$ cat src/rtl/pt_walker.sv
module pt_walker (
  input  logic        clk,
  input  logic        rst_n,
  input  logic [31:0] tbl_base,
  input  logic        tiny_ok,
  input  logic        req_valid,
  output logic        req_ready,
  input  logic [31:0] req_va,
  output logic        mem_req,
  input  logic        mem_ready,
  output logic [31:0] mem_addr,
  input  logic        mem_rvalid,
  input  logic [31:0] mem_rdata,
  input  logic        mem_err,
  output logic        done,
  output logic [31:0] pa,
  output logic [1:0]  attr,
  output logic        fault
);
  typedef enum logic [2:0] {S_IDLE, S_L1REQ, S_L1WAIT, S_L2REQ, S_L2WAIT, S_DONE} st_t;
  st_t st;
  logic [31:0] va_q, addr_q, pa_q;
  logic [1:0]  attr_q;
  logic        tiny_q, fault_q;
  logic        unused_bits;

  assign req_ready = (st == S_IDLE);
  assign mem_req   = (st == S_L1REQ) || (st == S_L2REQ);
  assign mem_addr  = addr_q;
  assign done      = (st == S_DONE);
  assign pa        = pa_q;
  assign attr      = attr_q;
  assign fault     = fault_q;
  assign unused_bits = ^{mem_rdata[9:4], tbl_base[13:0]};

  wire [1:0]  dtype   = mem_rdata[1:0];
  wire [31:0] l1_addr = {tbl_base[31:14], req_va[31:20], 2'b00};
  wire [31:0] coarse_a = {mem_rdata[31:10], va_q[19:12], 2'b00};
  wire [31:0] fine_a   = {mem_rdata[31:12], va_q[19:10], 2'b00};

  always_ff @(posedge clk or negedge rst_n) begin
    if (!rst_n) begin
      st      <= S_IDLE;
      va_q    <= '0;
      addr_q  <= '0;
      tiny_q  <= 1'b0;
      pa_q    <= '0;
      attr_q  <= '0;
      fault_q <= 1'b0;
    end else begin
      case (st)
        S_IDLE: if (req_valid) begin
          va_q   <= req_va;
          tiny_q <= tiny_ok;
          addr_q <= l1_addr;
          st     <= S_L1REQ;
        end
        S_L1REQ: if (mem_ready) st <= S_L1WAIT;
        S_L1WAIT: if (mem_rvalid) begin
          if (mem_err || dtype == 2'b00 || (dtype == 2'b11 && !tiny_q)) begin
            pa_q <= '0; attr_q <= '0; fault_q <= 1'b1; st <= S_DONE;
          end else if (dtype == 2'b10) begin
            pa_q    <= {mem_rdata[31:20], va_q[19:0]};
            attr_q  <= mem_rdata[3:2];
            fault_q <= 1'b0;
            st      <= S_DONE;
          end else begin
            addr_q <= (dtype == 2'b01) ? coarse_a : fine_a;
            st     <= S_L2REQ;
          end
        end
        S_L2REQ: if (mem_ready) st <= S_L2WAIT;
        S_L2WAIT: if (mem_rvalid) begin
          st <= S_DONE;
          if (mem_err || dtype == 2'b00) begin
            pa_q <= '0; attr_q <= '0; fault_q <= 1'b1;
          end else begin
            attr_q  <= mem_rdata[3:2];
            fault_q <= 1'b0;
            case (dtype)
              2'b01:   pa_q <= {mem_rdata[31:16], va_q[15:0]};
              2'b10:   pa_q <= {mem_rdata[31:12], va_q[11:0]};
              default: pa_q <= {mem_rdata[31:10], va_q[9:0]};
            endcase
          end
        end
        default: st <= S_IDLE;
      endcase
    end
  end


  busy_hold_chk: assert property (@(posedge clk) disable iff (!rst_n)
    (req_valid && req_ready) |=> !req_ready);

  done_pulse_chk: assert property (@(posedge clk) disable iff (!rst_n)
    done |=> (!done && req_ready));

  mem_hold_chk: assert property (@(posedge clk) disable iff (!rst_n)
    (mem_req && !mem_ready) |=> (mem_req && $stable(mem_addr)));

  fault_zero_chk: assert property (@(posedge clk) disable iff (!rst_n)
    (done && fault) |-> (pa == 32'd0 && attr == 2'b00));

  err_end_chk: assert property (@(posedge clk) disable iff (!rst_n)
    (mem_rvalid && mem_err && !mem_req && !req_ready && !done) |=> (done && fault));
endmodule

$ cat config.mk
export PLATFORM = sky130hd
export DESIGN_NAME = pt_walker
export DESIGN_NICKNAME = d
export VERILOG_FILES = /design/src/rtl/pt_walker.sv
export SDC_FILE = /design/constraint.sdc
export NUM_CORES = 1
export LEC_CHECK = 0
export BUFFER_PORTS_ARGS = -buffer_cell sky130_fd_sc_hd__buf_2
export CORE_MARGIN = 10
export CORE_UTILIZATION = 26
export CTS_BUF_LIST = sky130_fd_sc_hd__clkbuf_8
export CTS_CLUSTER_DIAMETER = 40
export CTS_CLUSTER_SIZE = 24
export DETAILED_ROUTE_END_ITERATION = 8
export GPL_TIMING_DRIVEN = 1
export PLACE_DENSITY_LB_ADDON = 0.12
export SYNTH_ARGS = -nofsm -noshare
export SYNTH_HDL_FRONTEND = slang
export SYNTH_SLANG_ARGS = --single-unit
$ cat constraint.sdc
create_clock -name clk -period 2.9 [get_ports clk]
set_input_delay 0.29 -clock clk [delete_from_list [all_inputs] [get_ports clk]]
set_output_delay 0.29 -clock clk [all_outputs]
set_load 0.1 [all_outputs]
==> out/metrics.yaml, run 1 <==
drive_gt1_frac: 0.431
period_share: 0.773
status: "finished, final reports clean"
multi_input_area_mm2: 0.00171
syn_avg_cell_area_um2: 11.8
cts_tree: "yes"
drv_slew: 0
io_buffers: 150
critical-path-max-stage-delay_ns: 0.55
cts-root-buf: "clkbuf_8"
seq_area_mm2: 0.00223
grt_max_degree: 90
globalRouteMet2Util: 0.192
ant_nets: 0
async_flop_share: 1.00
vias_per_cell: 4.56
worstPathArrival_ns: 2.49
die_h_um: 145
post-dp-hpwl_um: 9450
slowest_stage: "dfrtp_1"
clock_latency_ns: 0.37
cts_setup_buffers: 0
hold_violations: 0
synth_edf_count: 0
dieArea_mm2: 0.0210
io_pins: 173
synth.most_common_cell: "dfrtp_1"
fin_skew_ns: 0.0111
synth.top_cell.area_share: 0.550
vias: 3111
tns_ns: 0
crit_path_start_kind: "flop"
clk_pin_slew_ns: 0.10
post-route-min-period_ns: 2.24
required_ns: 3.14
use_met1: 0.153
whs_path_depth: 2
tightestPinTransition_ns: 0.679
hold_class: "input port to flop"
core-area_mm2: 0.0152
h-tree-depth: 3
crit_type: "flop to flop"
grt_overflow: 0
gr-max-usage-layer: "met2"
synth_flop_cell: "dfrtp_1"
fillers: 1584
nets: 597
drcViolationCount: 0
ys_ff_latch: 89
antennaDiodeCount: 0
yosysTopAreaCell: "dfrtp_1"
netlist_area_mm2: 0.00405
syn_inst: 344
placementRows: 45
gr-usage-all-layers: 0.121
antenna_found_initial: 0
syn2layout_area_growth_pct: 29.8
dr.pass1.iters: 4
wire_per_inst_um: 18.5
cp_max_fo: 29
ff2ff_path_depth: 5
drt-total-wl_um: 12600
gp_congestion: 0.792
ys_top_cells_by_area: "dfrtp_1, mux2_2, mux2i_1, a22o_1, o21ai_0"
grt_pass1_wl_um: 19400
worstPathCellList: "nor2_1 > a311o_1 > a21bo_1 > buf_12 > mux2_2"
cts_made_buffers: 9
cts_buffer_depth: 2
first_iter_violations: 143
max_freq_mhz: 446
fp.dieW_um: 145
rsz0062_at_grt: "no"
setup_viol: 0
ctsResizeCount: 0
grt_pass1_vias: 3361
slew_headroom: 0.547
grtUsageMet3: 0.0368
synth.distinct_cells: 37
clock-sinks: 89
yosys_warnings: 0
initial_core_util: 0.266
synth_common_cells: "dfrtp_1, nand2_1, o21ai_0"
cp-end-kind: "flop"
ys_seq_area_frac: 0.550
drv_cap: 0
[metrics by stage]
step	utilization	setup WS [ns]	cells	instance area [µm²]	hold WS, ns
after floorplan	-	0.564	345	4060	-0.00559
after global placement	0.331	0.535	665	5040	0.381
after detailed placement	0.331	0.480	665	5040	0.384
after CTS	0.346	0.637	682	5250	0.118
after global routing	0.346	0.485	682	5250	0.120
final	0.346	0.658	682	5250	0.146
[routing by layer]
layer / routed length (µm) / part of all wire
met1: 5710 / 0.45
met2: 5960 / 0.47
met3: 848 / 0.067
met4: 107 / 0.0085
met5: 0 / 0
[logic make-up after synthesis]
| kind of cell | Yosys count | share of synthesized area |
|---|---|---|
| AOI/OAI and AO/OA | 91 | 0.156 |
| adders and majority gates | 5 | 0.0155 |
| buffers and inverters | 30 | 0.0356 |
| DFF | 89 | 0.550 |
| muxes | 62 | 0.163 |
| other | 1 | 0.000927 |
| and+or+nand+nor | 66 | 0.0785 |
[flip-flops by register name (all words and copies together), names as in the netlist]
register,count
mem_addr,30
pa,32
attr,2
fault,1
tiny_q,1
va_q,20
st,3
[worst paths after layout]
path                               start           end  slack (ns)
max reg2reg                        st[0]        pa[18]        0.66
min in group asynchronous          rst_n  mem_addr[10]        0.51
max                                st[0]        pa[18]        0.66
min reg2reg                  mem_addr[5]   mem_addr[5]        0.48
min                        mem_rdata[24]        pa[24]        0.15
max in group asynchronous          rst_n        pa[29]        2.02
[area by class of cell]
type                       instances  area share
clock buffer                      10      0.0262
clock inverter                     6      0.0126
inverter                           5     0.00357
multi-input combinational        226       0.326
sequential                        89       0.424
tap                              188      0.0448
timing repair buffer             158       0.162
[cells in the final DEF, fill, tap and decap left out, drive strengths merged, types with 2 or more instances in the layout]
cell type and instances:
nor4b 3, a32oi 4, buf 157, clkbuf 10, mux2i 31, nor3 3
ha 5, a31oi 2, nor2 5, or2 3, clkinvlp 2, a21oi 2
o2bb2ai 6, inv 7, dfrtp 89, conb 2, o21ai 41, nand2 41
nand2b 3, nor2b 4, mux2 31, nor3b 3, a22o 28
[timing repair]
item | in CTS | in global routing
endpoints found under the setup margin | 0 | 0
hold buffers | 1 | 0
endpoints found under the hold margin | 89 | 0
[worst max-delay path: cells and delay by family (launching register included)]
kind            cells  cell delay [ns]
simple gates        1             0.31
mux                 1             0.36
compound gates      2             0.64
buf+inv             1             0.25
flops               1             0.55
Power of run 1 is left out: the tool's default activity adds up to more than one toggle a clock period on the data nets, which glitch-free logic cannot reach.
==> run 2: changes to the inputs <==
==> constraint.sdc (replaced) <==
create_clock -name clk -period 1.8 [get_ports clk]
set_input_delay 0.18 -clock clk [delete_from_list [all_inputs] [get_ports clk]]
set_output_delay 0.18 -clock clk [all_outputs]
set_load 0.1 [all_outputs]
==> out/metrics.yaml, run 2 (synthesis results as in run 1) <==
whs_path_depth: 2
place_area_mm2: 0.00528
vias_per_cell: 4.70
max_freq_mhz: 581
period_share: 0.957
initial_core_util: 0.266
worstHoldEndpoint: "pa[24]"
tns_ns: 0
ff2ff_setup_slack_ns: 0.08
gr-usage-all-layers: 0.122
clock-sinks: 89
ant_nets: 0
first_iter_violations: 164
worstPathArrival_ns: 1.98
cts_buffer_depth: 2
required_ns: 2.06
fin_skew_ns: 0.00586
h-tree-depth: 3
fp.dieW_um: 145
placementRows: 45
clk_pin_slew_ns: 0.10
post-route-min-period_ns: 1.72
drcViolationCount: 0
final_cell_count_no_fill: 707
hold_class: "input port to flop"
drv_slew: 0
post-dp-hpwl_um: 9750
reg2reg_from: "st[2]"
layout_common_cells: "buf_2, dfrtp_1, nand2_1, o21ai_0, mux2_2"
largest_reg_flops: 32
core-area_mm2: 0.0152
fillers: 1567
setup_viol: 0
gp_congestion: 0.809
dr.pass1.iters: 4
ff2ff_path_depth: 6
syn2layout_area_growth_pct: 39.6
drive_gt1_frac: 0.468
cp-end-kind: "flop"
crit_type: "flop to flop"
grt_pass1_vias: 3524
clock_latency_ns: 0.37
antenna_found_initial: 0
cts_made_buffers: 9
grt_max_degree: 47
drt-total-wl_um: 13500
dieArea_mm2: 0.0210
grt_overflow: 0
io_buffers: 150
tightestPinTransition_ns: 0.538
cts-root-buf: "clkbuf_8"
grt_pass1_wl_um: 19900
slew_headroom: 0.644
die_h_um: 145
dpl.cell_count: 686
cp_max_fo: 6
nets: 622
fin_area_mm2: 0.00565
hold_violations: 0
cts_tree: "yes"
io_pins: 173
antennaDiodeCount: 0
r2r_end: "pa[16]"
vias: 3320
worstHoldStart: "mem_rdata[24]"
crit_path_start_kind: "flop"
rsz0062_at_grt: "yes"
wire_per_inst_um: 19.1
status: "finished, final reports clean"
final_common_cell: "buf_2"
drv_cap: 0
==> run 2: layout make-up <==
type / count / area [µm²] / area share
inverters: 5 / 18.8 / 0.00332
multi-input cells: 227 / 1770 / 0.313
clock buffers: 9 / 124 / 0.0219
clock inverters: 7 / 149 / 0.0264
flip-flops and latches: 89 / 2230 / 0.394
well taps: 188 / 235 / 0.0416
repair buffers: 182 / 1130 / 0.200
==> run 2: per-layer routing <==
| metal | share of wire | global-route usage |
|---|---|---|
| met1 | 0.43 | 0.153 |
| met2 | 0.47 | 0.191 |
| met3 | 0.081 | 0.0362 |
| met4 | 0.022 | 0.0553 |
| met5 | 0 | 0 |
==> run 2: how the worst max path moves through the flow <==
stage / start / to / slack, ns / cells after the start
floorplan: st[0] / done / -0.43 / 3
global placement: mem_rdata[0] / pa[16] / 0.0007 / 8
detailed placement: mem_rdata[0] / mem_addr[29] / 0.0001 / 8
CTS: st[0] / req_ready / 0.006 / 3
global route: st[2] / mem_addr[27] / -0.02 / 4
finish: st[2] / pa[16] / 0.08 / 6
==> run 2: worst max-delay path: stages (launching register included) <==
cell and delay, ns:
dfrtp_1 0.49, buf_4 0.19, nor3b_2 0.26, nor3_2 0.08
buf_4 0.15, a22o_1 0.19, mux2_2 0.26
==> run 2: what timing repair did <==
| item | in CTS | in global routing |
|---|---|---|
| buffers inserted | 0 | 1 |
| resized for setup | 1 | 9 |
| endpoints found under the setup margin | 1 | 59 |
| pin swaps | 0 | 4 |
| hold buffers | 1 | 0 |
| cloned | 0 | 3 |
| endpoints found under the hold margin | 30 | 0 |
==> run 2: through the flow <==
step | worst slack, ns | hold slack, ns | util
6_report | 0.0775 | 0.0322 | 0.372
5_1_grt | -0.0207 | 0.0164 | 0.372
4_1_cts | 0.00557 | 0.00573 | 0.366
3_5_place_dp | 0.000105 | 0.157 | 0.347
3_3_place_gp | 0.000654 | 0.152 | 0.347
2_1_floorplan | -0.426 | -0.116 | -
Power of run 2 is left out for the same reason.
